`config.mk`:
```
export PLATFORM = sky130hd
export DESIGN_NAME = lcdt_timing
export DESIGN_NICKNAME = d
export VERILOG_FILES = /design/src/rtl/lcdt_pkg.sv /design/src/rtl/lcdt_clkdiv.sv /design/src/rtl/lcdt_hv.sv /design/src/rtl/lcdt_pixq.sv /design/src/rtl/lcdt_timing.sv
export SDC_FILE = /design/constraint.sdc
export NUM_CORES = 1
export LEC_CHECK = 0
export ABC_CLOCK_PERIOD_IN_PS = 13550
export CORE_MARGIN = 2
export CORE_UTILIZATION = 60
export DETAILED_ROUTE_END_ITERATION = 6
export GPL_TIMING_DRIVEN = 0
export PLACE_DENSITY = 0.85
export RECOVER_POWER = 25
export SETUP_SLACK_MARGIN = 0.05
export SKIP_LAST_GASP = 1
export SYNTH_ARGS = -nofsm -noshare
export SYNTH_HDL_FRONTEND = slang
export SYNTH_SLANG_ARGS = --single-unit
```
`constraint.sdc`:
```
create_clock -name clk -period 13.55 [get_ports clk]
set_input_delay 1.355 -clock clk [delete_from_list [all_inputs] [get_ports clk]]
set_output_delay 1.355 -clock clk [all_outputs]
set_load 0.01 [all_outputs]
```
`src/rtl/lcdt_pkg.sv`:
```
package lcdt_pkg;
  // Fixed positions within a line, in pixel ticks
  localparam int LINE_TS  = 9;   // line strobe width
  localparam int FRAME_TS = 18;  // frame strobe edge position
  localparam int WIN_TS   = 16;  // first tick of the shift window
  localparam int MOD_TS   = 24;  // toggle offset past the blanking width
  localparam int PAD_TS   = 33;  // fixed overhead per line
  localparam int UNIT     = 8;   // ticks per field step
endpackage

```
`src/rtl/lcdt_clkdiv.sv`:
```
module lcdt_clkdiv #(
  parameter int DIV_W = 2
) (
  input  logic             clk,
  input  logic             rst,
  input  logic [DIV_W-1:0] div,
  output logic             tick
);
  logic [DIV_W-1:0] cnt_q;

  assign tick = !rst && (cnt_q == div);

  always_ff @(posedge clk) begin
    if (rst)
      cnt_q <= '0;
    else if (cnt_q == div)
      cnt_q <= '0;
    else
      cnt_q <= cnt_q + DIV_W'(1);
  end
endmodule

```
`src/rtl/lcdt_hv.sv`:
```
module lcdt_hv
  import lcdt_pkg::*;
#(
  parameter int DIV_W  = 2,
  parameter int HDW_W  = 7,
  parameter int HNDW_W = 5,
  parameter int VL_W   = 10,
  parameter int HW     = 11
) (
  input  logic              clk,
  input  logic              rst,
  input  logic              tick,
  input  logic [DIV_W-1:0]  cfg_div,
  input  logic [HDW_W-1:0]  cfg_hdw,
  input  logic [HNDW_W-1:0] cfg_hndw,
  input  logic [VL_W-1:0]   cfg_lines,
  output logic [DIV_W-1:0]  div_q,
  output logic [HW-1:0]     h_nxt,
  output logic [VL_W-1:0]   v_nxt,
  output logic [HDW_W-1:0]  hdw_nxt,
  output logic [HNDW_W-1:0] hndw_nxt,
  output logic [VL_W-1:0]   lines_nxt
);
  logic [HW-1:0]     h_q;
  logic [HW-1:0]     last_h;
  logic [VL_W-1:0]   v_q;
  logic [VL_W-1:0]   lines_q;
  logic [HDW_W-1:0]  hdw_q;
  logic [HNDW_W-1:0] hndw_q;
  logic [DIV_W-1:0]  div_nxt;
  logic              run_q;

  // (W+1)*8 + (B+1)*8 + 33 - 1
  assign last_h = HW'({hdw_q, 3'b000}) + HW'({hndw_q, 3'b000})
                + HW'(2 * UNIT + PAD_TS - 1);

  always_comb begin
    h_nxt     = h_q;
    v_nxt     = v_q;
    div_nxt   = div_q;
    hdw_nxt   = hdw_q;
    hndw_nxt  = hndw_q;
    lines_nxt = lines_q;
    if (!run_q) begin
      h_nxt = '0;
      v_nxt = '0;
    end else if (h_q == last_h) begin
      h_nxt = '0;
      if (v_q == lines_q) begin
        v_nxt     = '0;
        div_nxt   = cfg_div;
        hdw_nxt   = cfg_hdw;
        hndw_nxt  = cfg_hndw;
        lines_nxt = cfg_lines;
      end else begin
        v_nxt = v_q + VL_W'(1);
      end
    end else begin
      h_nxt = h_q + HW'(1);
    end
  end

  always_ff @(posedge clk) begin
    if (rst) begin
      h_q     <= '0;
      v_q     <= '0;
      run_q   <= 1'b0;
      div_q   <= cfg_div;
      hdw_q   <= cfg_hdw;
      hndw_q  <= cfg_hndw;
      lines_q <= cfg_lines;
    end else if (tick) begin
      h_q     <= h_nxt;
      v_q     <= v_nxt;
      run_q   <= 1'b1;
      div_q   <= div_nxt;
      hdw_q   <= hdw_nxt;
      hndw_q  <= hndw_nxt;
      lines_q <= lines_nxt;
    end
  end
endmodule

```
`src/rtl/lcdt_pixq.sv`:
```
module lcdt_pixq #(
  parameter int DW = 8
) (
  input  logic          clk,
  input  logic          rst,
  input  logic          take,
  input  logic          rdy,
  input  logic [DW-1:0] up_in,
  input  logic [DW-1:0] lo_in,
  output logic          req,
  output logic [DW-1:0] up_out,
  output logic [DW-1:0] lo_out
);
  logic          armed_q;
  logic          full_q;
  logic [DW-1:0] up_q;
  logic [DW-1:0] lo_q;

  assign req    = armed_q && !full_q;
  assign up_out = full_q ? up_q : '0;
  assign lo_out = full_q ? lo_q : '0;

  always_ff @(posedge clk) begin
    if (rst) begin
      armed_q <= 1'b0;
      full_q  <= 1'b0;
      up_q    <= '0;
      lo_q    <= '0;
    end else begin
      armed_q <= 1'b1;
      if (take)
        full_q <= 1'b0;
      if (req && rdy) begin
        up_q   <= up_in;
        lo_q   <= lo_in;
        full_q <= 1'b1;
      end
    end
  end
endmodule

```
`src/rtl/lcdt_timing.sv`:
```
module lcdt_timing
  import lcdt_pkg::*;
#(
  parameter int DIV_W  = 2,
  parameter int HDW_W  = 7,
  parameter int HNDW_W = 5,
  parameter int VL_W   = 10,
  parameter int DW     = 8
) (
  input  logic              clk,
  input  logic              rst,
  input  logic [DIV_W-1:0]  cfg_div,
  input  logic [HDW_W-1:0]  cfg_hdw,
  input  logic [HNDW_W-1:0] cfg_hndw,
  input  logic [VL_W-1:0]   cfg_lines,
  input  logic              pix_rdy,
  input  logic [DW-1:0]     pix_up_in,
  input  logic [DW-1:0]     pix_lo_in,
  output logic              pix_req,
  output logic              lcd_frame,
  output logic              lcd_line,
  output logic              lcd_shift,
  output logic              lcd_mod,
  output logic [DW-1:0]     lcd_up,
  output logic [DW-1:0]     lcd_lo
);
  localparam int HW = $clog2((2 ** HDW_W) * UNIT + (2 ** HNDW_W) * UNIT + PAD_TS + 1);

  logic              tick;
  logic [DIV_W-1:0]  div_q;
  logic [HW-1:0]     h_nxt;
  logic [VL_W-1:0]   v_nxt;
  logic [HDW_W-1:0]  hdw_nxt;
  logic [HNDW_W-1:0] hndw_nxt;
  logic [VL_W-1:0]   lines_nxt;
  logic [DW-1:0]     q_up;
  logic [DW-1:0]     q_lo;

  lcdt_clkdiv #(.DIV_W(DIV_W)) u_div (
    .clk (clk),
    .rst (rst),
    .div (div_q),
    .tick(tick)
  );

  lcdt_hv #(
    .DIV_W (DIV_W),
    .HDW_W (HDW_W),
    .HNDW_W(HNDW_W),
    .VL_W  (VL_W),
    .HW    (HW)
  ) u_hv (
    .clk      (clk),
    .rst      (rst),
    .tick     (tick),
    .cfg_div  (cfg_div),
    .cfg_hdw  (cfg_hdw),
    .cfg_hndw (cfg_hndw),
    .cfg_lines(cfg_lines),
    .div_q    (div_q),
    .h_nxt    (h_nxt),
    .v_nxt    (v_nxt),
    .hdw_nxt  (hdw_nxt),
    .hndw_nxt (hndw_nxt),
    .lines_nxt(lines_nxt)
  );

  // Decode of the position being entered on this tick
  logic [HW-1:0] hd_n, hn_n, k_n;
  logic          win_n, sh_n, line_n, frame_n, mod_hit, take;

  assign hd_n    = HW'({hdw_nxt, 3'b000}) + HW'(UNIT);
  assign hn_n    = HW'({hndw_nxt, 3'b000}) + HW'(UNIT);
  assign k_n     = h_nxt - HW'(WIN_TS);
  assign win_n   = (h_nxt >= HW'(WIN_TS)) && (h_nxt < hd_n + HW'(WIN_TS));
  assign sh_n    = win_n && !k_n[0];
  assign line_n  = h_nxt < HW'(LINE_TS);
  assign frame_n = ((v_nxt == lines_nxt) && (h_nxt >= HW'(FRAME_TS)))
                || ((v_nxt == '0) && (h_nxt < HW'(FRAME_TS)));
  assign mod_hit = (v_nxt == lines_nxt) && (h_nxt == hn_n + HW'(MOD_TS));
  assign take    = tick && sh_n;

  lcdt_pixq #(.DW(DW)) u_pixq (
    .clk   (clk),
    .rst   (rst),
    .take  (take),
    .rdy   (pix_rdy),
    .up_in (pix_up_in),
    .lo_in (pix_lo_in),
    .req   (pix_req),
    .up_out(q_up),
    .lo_out(q_lo)
  );

  always_ff @(posedge clk) begin
    if (rst) begin
      lcd_frame <= 1'b0;
      lcd_line  <= 1'b0;
      lcd_shift <= 1'b0;
      lcd_mod   <= 1'b0;
      lcd_up    <= '0;
      lcd_lo    <= '0;
    end else if (tick) begin
      lcd_frame <= frame_n;
      lcd_line  <= line_n;
      lcd_shift <= sh_n;
      if (mod_hit)
        lcd_mod <= !lcd_mod;
      if (sh_n) begin
        lcd_up <= q_up;
        lcd_lo <= q_lo;
      end else if (!win_n) begin
        lcd_up <= '0;
        lcd_lo <= '0;
      end
    end
  end
endmodule

```
# After elaboration in Yosys (flattened, before gate mapping)
# Cells that the tools add are included.
[word_totals]
output_inout_bits = 21
wordCells = 96
regBits = 86
input_bits = 43
[classes]
order_cmp = 5
n_eq_ne = 6
reduce_logical = 24
muxes = 33
n_addsub = 10
[ops]
columns = ["op", "n"]
rows = [
  ["two-way mux 10 bit", 8],
  ["two-way mux 8 bit", 5],
  ["two-way mux 7 bit", 5],
  ["two-way mux 5 bit", 5],
  ["greater-or-equal comparator 11 x 5 -> 1 bit, second input constant", 2],
  ["two-way mux 11 bit", 2],
  ["== test 10 bit", 2],
  ["adder 10 x 4 -> 11 bit, second input constant", 1],
  ["adder 10 x 8 -> 11 bit", 1],
  ["adder 11 x 1 -> 11 bit, second input constant", 1],
  ["adder 11 x 5 -> 11 bit, second input constant", 1],
  ["adder 11 x 6 -> 11 bit, second input constant", 1],
  ["== test 11 x 10 -> 1 bit", 1],
  ["== test 11 bit", 1],
  ["less-than comparator 11 bit", 1],
  ["less-than comparator 11 x 4 -> 1 bit, second input constant", 1],
  ["less-than comparator 11 x 5 -> 1 bit, second input constant", 1],
  ["adder 10 x 1 -> 10 bit, second input constant", 1],
  ["adder 9 x 5 -> 10 bit, second input constant", 1],
  ["logical NOT 10 bit", 1],
  ["two-way mux 2 bit", 5],
  ["nonzero test 2 bit", 5],
  ["adder 8 x 4 -> 9 bit, second input constant", 1],
  ["logical AND 1 bit", 9],
  ["other kinds (10)", 16],
]

# Depth between registers and ports, before layout
# Gate-level depths: netlist of the first run.
[depth]
depth_word = 13
depth_mapped = 27
mapped_depth_nobuf = 25

# Cells and area by module
# A second synthesis of the first run with hierarchy kept.
[hier_totals]
cells_unflattened = 588
area_unflattened_um2 = 5760.5
[modules_own_cells]
columns = ["module", "n_inst", "cells_each", "area_per_inst_um2", "seq_area_each_um2"]
rows = [
  ["lcdt_hv", 1, 357, 3515.9, 1161.1],
  ["lcdt_timing", 1, 126, 1234.9, 400.4],
  ["lcdt_pixq", 1, 93, 900.9, 360.3],
  ["lcdt_clkdiv", 1, 12, 108.9, 40.0],
]

# Worst setup path before layout of the first run
# OpenSTA, ideal clock, no wires.
[synth_timing]
kind = "register to register"
start = "register u_hv.hndw_q[1]"
end = "register lcd_lo[0]"
setup_time_ps = 59
setup_slack_ps = 7586
required_ps = 13491
stages_incl_launch_ff = 28
n_path_buf = 3
period_less_slack_ps = 5964
arrival_time_ps = 5905
cell_sequence = "edfxtp_1 inv_1 ha_1 inv_1 ha_1 inv_1 fa_1 xnor2_1 xnor2_1 nand4_1 or4_4 nor3_4 buf_6 clkbuf_1 mux2i_1 xor2_1 ha_1 o21a_1 o21a_1 o21a_1 o21a_1 o21a_1 o21a_1 o21ai_0 nand3_1 a21oi_1 clkbuf_1 a22o_1"
[synth_via]
elab_chain_cells = 12
word_cells_on_any_way = 18
cone_classes = "5 x add/sub; 2 x order compare; 2 x eq/ne; 5 x mux; 4 x reduce/logical"
[synth_lines]
columns = ["item", "line", "source"]
rows = [
  ["from (decl)", "lcdt_hv.sv:29", "logic [HNDW_W-1:0] hndw_q;"],
  ["from (signal assigned)", "lcdt_hv.sv:70", "hndw_q <= cfg_hndw;"],
  ["from (signal assigned)", "lcdt_hv.sv:78", "hndw_q <= hndw_nxt;"],
  ["adder 10 x 8 -> 11 bit *", "lcdt_hv.sv:34", "assign last_h = HW'({hdw_q, 3'b000}) + HW'({hndw_q, 3'b000})"],
  ["adder 11 x 6 -> 11 bit *", "lcdt_hv.sv:35", "+ HW'(2 * UNIT + PAD_TS - 1);"],
  ["== test 11 bit *", "lcdt_hv.sv:47", "end else if (h_q == last_h) begin"],
  ["two-way mux 7 bit", "lcdt_hv.sv:47", ""],
  ["two-way mux 7 bit", "lcdt_hv.sv:44", "if (!run_q) begin"],
  ["adder 10 x 4 -> 11 bit", "lcdt_timing.sv:72", "assign hd_n = HW'({hdw_nxt, 3'b000}) + HW'(UNIT);"],
  ["adder 11 x 5 -> 11 bit", "lcdt_timing.sv:75", "assign win_n = (h_nxt >= HW'(WIN_TS)) && (h_nxt < hd_n + HW'(WIN_TS));"],
  ["less-than comparator 11 bit", "lcdt_timing.sv:75", ""],
  ["logical AND 1 bit", "lcdt_timing.sv:75", ""],
  ["logical AND 1 bit", "lcdt_timing.sv:76", "assign sh_n = win_n && !k_n[0];"],
  ["inequality test 2 x 1 -> 1 bit (no source line)", "-", ""],
  ["AND reduction 2 bit (no source line)", "-", ""],
  ["to (signal assigned)", "lcdt_timing.sv:111", "lcd_lo <= q_lo;"],
  ["to (decl)", "lcdt_timing.sv:25", "output logic [DW-1:0] lcd_lo"],
]
# Mark *: on every way between the ends. The rest lies on a longest branch, timed or not.
# A chain may end at the register's enable or synchronous reset.

# Worst setup path after layout of the first run
[layout_timing]
start = "register u_hv.hdw_q[1]"
end = "register lcd_lo[0]"
[layout_via]
elab_chain_cells = 12
word_cells_on_any_way = 19
cone_classes = "5 x add/sub; 2 x order compare; 2 x eq/ne; 6 x mux; 4 x reduce/logical"
[layout_lines]
columns = ["item", "line", "source"]
rows = [
  ["from (decl)", "lcdt_hv.sv:28", "logic [HDW_W-1:0] hdw_q;"],
  ["from (signal assigned)", "lcdt_hv.sv:69", "hdw_q <= cfg_hdw;"],
  ["from (signal assigned)", "lcdt_hv.sv:77", "hdw_q <= hdw_nxt;"],
  ["adder 10 x 8 -> 11 bit", "lcdt_hv.sv:34", ""],
  ["adder 11 x 6 -> 11 bit", "lcdt_hv.sv:35", ""],
  ["== test 11 bit", "lcdt_hv.sv:47", ""],
  ["two-way mux 7 bit", "lcdt_hv.sv:47", ""],
  ["two-way mux 7 bit", "lcdt_hv.sv:44", ""],
  ["adder 10 x 4 -> 11 bit", "lcdt_timing.sv:72", ""],
  ["adder 11 x 5 -> 11 bit", "lcdt_timing.sv:75", ""],
  ["less-than comparator 11 bit", "lcdt_timing.sv:75", ""],
  ["logical AND 1 bit", "lcdt_timing.sv:75", ""],
  ["logical AND 1 bit", "lcdt_timing.sv:76", ""],
  ["inequality test 2 x 1 -> 1 bit (no source line)", "-", ""],
  ["AND reduction 2 bit (no source line)", "-", ""],
]
# Several ways; a longest one is shown, not always the timed one.

==> qor.yml, run 1 <==
outcome: "finished clean"
ys_async_sr_fraction_pct: 0
dp_hpwl_um: 10800
final_nets: 759
antenna_found_initial: 0
pin_count: 64
tritoncts: "built"
rows: 34
yosysSeqAreaShare_pct: 36.3
clk_latency_ns: 0.38
cp_common_cell: "o21a_1"
use_met2_pct: 48.6
slowest_stage: "or4_4"
ys_types: 67
diodes: 0
clock_sinks: 86
clk_pin_slew_worst_paths_ns: 0.11
max_stage_delay_ns: 0.62
grt_pass1_wl_um: 23000
drt_iter0_markers: 454
postCtsSetupRepairBufs: 0
cp.required_ns: 13.86
fin_tns_setup_ns: 0
postSynthCellCount: 619
htreeDepth: 3
syn-num-nets: 685
cellPowerDensity_nw_per_um2: 111
rsz0062_at_grt: "no"
vias_per_cell: 6.23
synth_edf_count: 24
synth_area_um2: 5400
yosys_most_used_dff: "dfxtp_1"
dieArea_um2: 9780
synth.avg_cell_area_um2: 8.73
post_drt_wl_per_cell_um: 17.4
drcViolationCount: 0
worstSetupEndpointType: "register"
relSlewSlack_pct: 31.0
start_util_pct: 62.0
path_class: "register to register"
synth_warnings: 0
tightest_slew_ns: 1.03
wl_um: 14000
port_buffers: 63
cts_resized: 0
hold_buffers: 0
critPathMaxFanout: 10
p_total_mw: 0.706
period_share_pct: 52.3
slew_viol_final: 0
die_x_um: 98.9
die_y_um: 98.9
grt-ovfl-total: 0
vias: 5023
cts_buffer_depth: 2
use_met3_pct: 6.67
antenna_left: 0
grt_max_degree: 25
power.leakage_nw: 2.42
fin_crit_ns: 7.09
fin_skew_ns: 0.0148
area_growth_pct: 17.8
grt_pass1_vias: 4822
coreArea_um2: 8720
drv_cap: 0
critical_path.startpoint_type: "register"
layout-drive-gt1-share_pct: 8.02
clock-root-buffer: "clkbuf_8"
fmax_ghz: 0.141
fin_util_pct: 73.0
busiest_layer: "met2"
irDropWorstVdd_uv: 61.7
hold_violations: 0
layout.cells.most_common_list: "89 x nand2_1, 62 x dfxtp_1, 50 x a21oi_1, 41 x clkdlybuf4s50_1, 40 x nor2_1"
cts_buffers: 9
place_congestion: 0.980
grt_usage_pct: 29.2
layout_commonest_cell: "nand2_1"
hold_class: "register to register"
synth-seq-cells: 86
crit_arrival_ns: 7.40
first_pass_iters: 7
finalSetupViolCount: 0
gr-usage-met1_pct: 37.6
==> where the power goes <==
part           internal, mW  switching (mW)
combinational        0.0880           0.136
sequential            0.285          0.0153
clock                0.0727           0.109
==> critical path: cells and delay by family (launching register included) <==
family,cells,cell delay [ns]
XOR/XNOR,3,0.51
multiplexers,1,0.29
AND/OR/NAND/NOR,4,1.33
AO/OA/AOI/OAI,9,2.06
buffers and inverters,6,1.34
flip-flops,1,0.43
adder cells (fa/ha/maj),4,1.08
==> path summary, 6_finish.rpt <==
| path | to | cells after the start | slack [ns] | startpoint |
|---|---|---|---|---|
| max | lcd_lo[0]$_SDFFE_PP0P_ | 27 | 6.46 | u_hv.hdw_q[1]$_DFFE_PN_ |
| min | lcd_shift$_SDFFE_PP0P_ | 2 | 0.45 | lcd_shift$_SDFFE_PP0P_ |
| max reg2reg | lcd_lo[0]$_SDFFE_PP0P_ | 27 | 6.46 | u_hv.hdw_q[1]$_DFFE_PN_ |
| min reg2reg | lcd_shift$_SDFFE_PP0P_ | 2 | 0.45 | lcd_shift$_SDFFE_PP0P_ |
==> kinds of logic (layout without fill, tap and decap cells) <==
family	after synthesis	after routing	synth area share, %
simple gates	217	217	19.8
compound gates	146	146	18.1
flops	86	86	36.3
buf+inv	58	137	4.65
xor+xnor	53	53	8.59
mux	36	36	7.11
fa+ha+maj	23	23	5.46
==> per-stage QoR <==
step | hold WS (ns) | std cells | area (um^2) | setup slack (ns)
after global routing | 0.464 | 806 | 6370 | 6.01
after CTS | 0.453 | 806 | 6370 | 6.54
after detailed placement | 0.438 | 790 | 6170 | 6.59
final | 0.446 | 806 | 6370 | 6.46
after floorplan | 0.436 | 619 | 5400 | 7.59
after global placement | 0.432 | 790 | 6170 | 6.72
==> flip-flops by register name, indices dropped and copies added, names as in the netlist, 2 cells and up <==
signal,cells
u_hv.div_q,2
lcd_lo,8
u_hv.v_q,10
u_hv.hndw_q,5
u_div.cnt_q,2
u_pixq.up_q,8
u_pixq.lo_q,8
lcd_up,8
u_hv.h_q,11
u_hv.lines_q,10
u_hv.hdw_q,7
==> layer usage <==
| metal | part of all wire [%] | up-vias | wire, um |
|---|---|---|---|
| met4 | 2.2 | 0 | 306 |
| met1 | 41 | 2338 | 5810 |
| met2 | 47 | 274 | 6630 |
| met3 | 9.0 | 32 | 1270 |
| li1 | - | 2379 | - |
| met5 | 0 | - | 0 |
==> cell type report <==
class	instances	area, um^2
tap	108	135
sequential	86	1960
clock buffer	9	124
fill	681	2350
timing repair buffer	63	631
clock inverter	7	73.8
buffer	36	169
multi-input combinational	475	3190
inverter	22	82.6
==> synth_stat cells (all sizes together) (11+ instances only) <==
master   n  area (um^2)
a21oi   50          250
a22o    17          149
clkbuf  26         98.8
dfxtp   62         1240
edfxtp  24          721
ha      22          275
inv     22         82.6
mux2    19          214
mux2i   17          170
nand2   89          334
nand3   21          110
nand4   11         68.8
nor2    41          156
nor3    13         76.3
o21ai   28          140
xnor2   31          272
xor2    22          193
Note: power is estimated with default switching activity, not from simulation.
==> run 2: changes to the inputs <==
--- a/config.mk
+++ b/config.mk
@@ -5,12 +5,12 @@
 export SDC_FILE = /design/constraint.sdc
 export NUM_CORES = 1
 export LEC_CHECK = 0
-export ABC_CLOCK_PERIOD_IN_PS = 13550
+export ABC_CLOCK_PERIOD_IN_PS = 7400
 export CORE_MARGIN = 2
-export CORE_UTILIZATION = 60
+export CORE_UTILIZATION = 57
 export DETAILED_ROUTE_END_ITERATION = 6
 export GPL_TIMING_DRIVEN = 0
-export PLACE_DENSITY = 0.85
+export PLACE_DENSITY = 0.81
 export RECOVER_POWER = 25
 export SETUP_SLACK_MARGIN = 0.05
 export SKIP_LAST_GASP = 1
==> constraint.sdc (replaced) <==
create_clock -name clk -period 7.4 [get_ports clk]
set_input_delay 0.74 -clock clk [delete_from_list [all_inputs] [get_ports clk]]
set_output_delay 0.74 -clock clk [all_outputs]
set_load 0.01 [all_outputs]
==> run 2 against run 1 <==
  * Sequential power rose by 83%
  * Critical path type unchanged
  * Register-to-register slack got worse by 6.0 ns
  * Largest cell class unchanged
  * Critical path depth did not move
  * Largest power group unchanged
  * Final cell count rose by 2.6%
==> qor.yml, run 2 (synthesis gave the netlist of run 1 again) <==
hold_violations: 0  # unchanged
area_growth_pct: 18.4
die_x_um: 101  # +2.5%
max_stage_delay_ns: 0.63  # about the same
hold_start: "u_pixq.up_q[4]$_SDFFE_PP0P_"
coreArea_um2: 9240  # +6.0%
cts_resized: 0  # unchanged
min_path_cells: 2  # unchanged
layout_setup_ws_ns: 0.468  # -6.00 ns
r2r_slack_ns: 0.47  # -6.00 ns
rsz0062_at_grt: "no"
outcome: "finished clean"
layout-drive-gt1-share_pct: 8.17  # +0.14 points
drcViolationCount: 0  # unchanged
crit_arrival_ns: 7.26  # -0.14 ns
grt_pass1_wl_um: 22800  # -1.1%
antenna_left: 0  # unchanged
hold_ws_ns: 0.461  # +0.0148 ns
antenna_found_initial: 0  # unchanged
drv_cap: 0  # unchanged
dp_slack_ns: 0.456  # -6.13 ns
grt-ovfl-total: 0  # unchanged
port_buffers: 63  # unchanged
fmax_ghz: 0.144  # +2.2%
dp_hpwl_um: 10700  # -0.70%
pin_count: 64  # unchanged
vias_per_cell: 5.95  # -4.5%
irDropWorstVdd_uv: 115  # +86%
clock-root-buffer: "clkbuf_8"
htreeDepth: 3  # unchanged
slew_viol_final: 0  # unchanged
fin_crit_ns: 6.93  # -0.155 ns
start_util_pct: 58.5  # -3.5 points
critical_path.startpoint_type: "register"
period_share_pct: 93.7  # +41 points
final_nets: 759  # unchanged
path_class: "register to register"
relSlewSlack_pct: 29.9  # -1.0 points
slowest_stage: "or4_4"
cp.required_ns: 7.73  # -6.13 ns
cts_buffer_depth: 2  # unchanged
vias: 4924  # -2.0%
placed_area_um2: 6200  # +0.43%
finalSetupViolCount: 0  # unchanged
die_y_um: 101  # +2.5%
fin_area_um2: 6400  # +0.47%
drt_iter0_markers: 447  # -1.5%
top_regs: "u_hv.h_q x11, u_hv.lines_q x10, u_hv.v_q x10"
post_drt_wl_per_cell_um: 17.0  # -1.9%
fin_tns_setup_ns: 0  # unchanged
clk_latency_ns: 0.38  # about the same
diodes: 0  # unchanged
clk_pin_slew_worst_paths_ns: 0.10  # about the same
cp_common_cell: "o21a_1"
crit_buf_inv: 6  # unchanged
cpLargestDelayFamily: "simple AND/OR/NAND/NOR gates"
fin_skew_ns: 0.0140  # -0.000848 ns
layout.cells.most_common_list: "89 x nand2_1, 62 x dfxtp_1, 49 x a21oi_1, 46 x clkdlybuf4s50_1, 40 x nor2_1"
grt_usage_pct: 28.3  # -0.96 points
top_register: "u_hv.h_q"
dp_cells: 811  # +2.7%
tritoncts: "built"
cts_buffers: 9  # unchanged
grt_max_degree: 25  # unchanged
tightest_slew_ns: 1.05  # +0.0157 ns
largest_reg_flops: 11  # unchanged
final_cells: 827  # +2.6%
grt_pass1_vias: 4704  # -2.4%
layout_commonest_cell: "nand2_1"
power.leakage_nw: 2.40  # -0.70%
rr_endpoint: "lcd_lo[4]$_SDFFE_PP0P_"
clock_sinks: 86  # unchanged
worstSetupEndpointType: "register"
cellPowerDensity_nw_per_um2: 203  # +83%
first_pass_iters: 5  # -2
hold_buffers: 0  # unchanged
hold_end: "u_pixq.up_q[4]$_SDFFE_PP0P_"
wl_um: 14100  # +0.67%
worst-path-stages: 27  # unchanged
rows: 35  # +2.9%
place_congestion: 0.974  # -0.62%
dieArea_um2: 10300  # +5.1%
reg2reg_depth: 27  # unchanged
r2r-start: "u_hv.hdw_q[1]$_DFFE_PN_"
hold_class: "register to register"
postCtsSetupRepairBufs: 0  # unchanged
critPathMaxFanout: 10  # unchanged
run 2: changes by cell type in the layout (fill, tap and decap cells not counted), sizes merged:
| cell | change |
|---|---|
| clkdlybuf4s50 | +5 |
| dlygate4sd3 | -5 |
run 2: per-stage QoR:
stage | power [mW] | utilization [%]
floorplan | 0.843 | -
global placement | 0.951 | 67.1
detailed placement | 0.965 | 67.1
CTS | 1.30 | 69.2
global route | 1.36 | 69.2
finish | 1.30 | 69.2
run 2: cell type report:
type                            instances  area, um^2
Fill cell                             742        2840
Inverter                               22        82.6
Buffer                                 36         169
Clock buffer                            9         124
Clock inverter                          7        73.8
Sequential cell                        86        1960
Timing Repair Buffer                   63         631
Tap cell                              129         161
Multi-Input combinational cell        475        3190
run 2: worst max-delay path by stage:
stage                                   startpoint                     end
final                      u_hv.hdw_q[1]$_DFFE_PN_  lcd_lo[4]$_SDFFE_PP0P_
after floorplan           u_hv.hndw_q[1]$_DFFE_PN_  lcd_lo[0]$_SDFFE_PP0P_
after detailed placement  u_hv.hndw_q[1]$_DFFE_PN_  lcd_lo[4]$_SDFFE_PP0P_
after CTS                 u_hv.hndw_q[1]$_DFFE_PN_  lcd_up[7]$_SDFFE_PP0P_
after global placement     u_hv.hdw_q[1]$_DFFE_PN_  lcd_up[6]$_SDFFE_PP0P_
after global routing      u_hv.hndw_q[1]$_DFFE_PN_  lcd_up[5]$_SDFFE_PP0P_
run 2: report_power, final:
part	total, mW	internal [mW]	switching [mW]
logic	0.412	0.161	0.250
registers	0.551	0.523	0.0282
clock network	0.338	0.133	0.205
run 2: layer usage:
| metal | vias up | global-route usage [%] | wire [um] |
|---|---|---|---|
| met1 | 2283 | 35.9 | 6190 |
| met5 | - | 0 | 0 |
| met4 | 0 | 12.4 | 346 |
| li1 | 2379 | - | - |
| met2 | 228 | 47.3 | 6560 |
| met3 | 34 | 5.04 | 1010 |
run 2: tightest hold or removal path, cell delays in order (launching register included):
cell     delay [ns]
dfxtp_1        0.32
nand2_1        0.05
a21oi_1        0.05
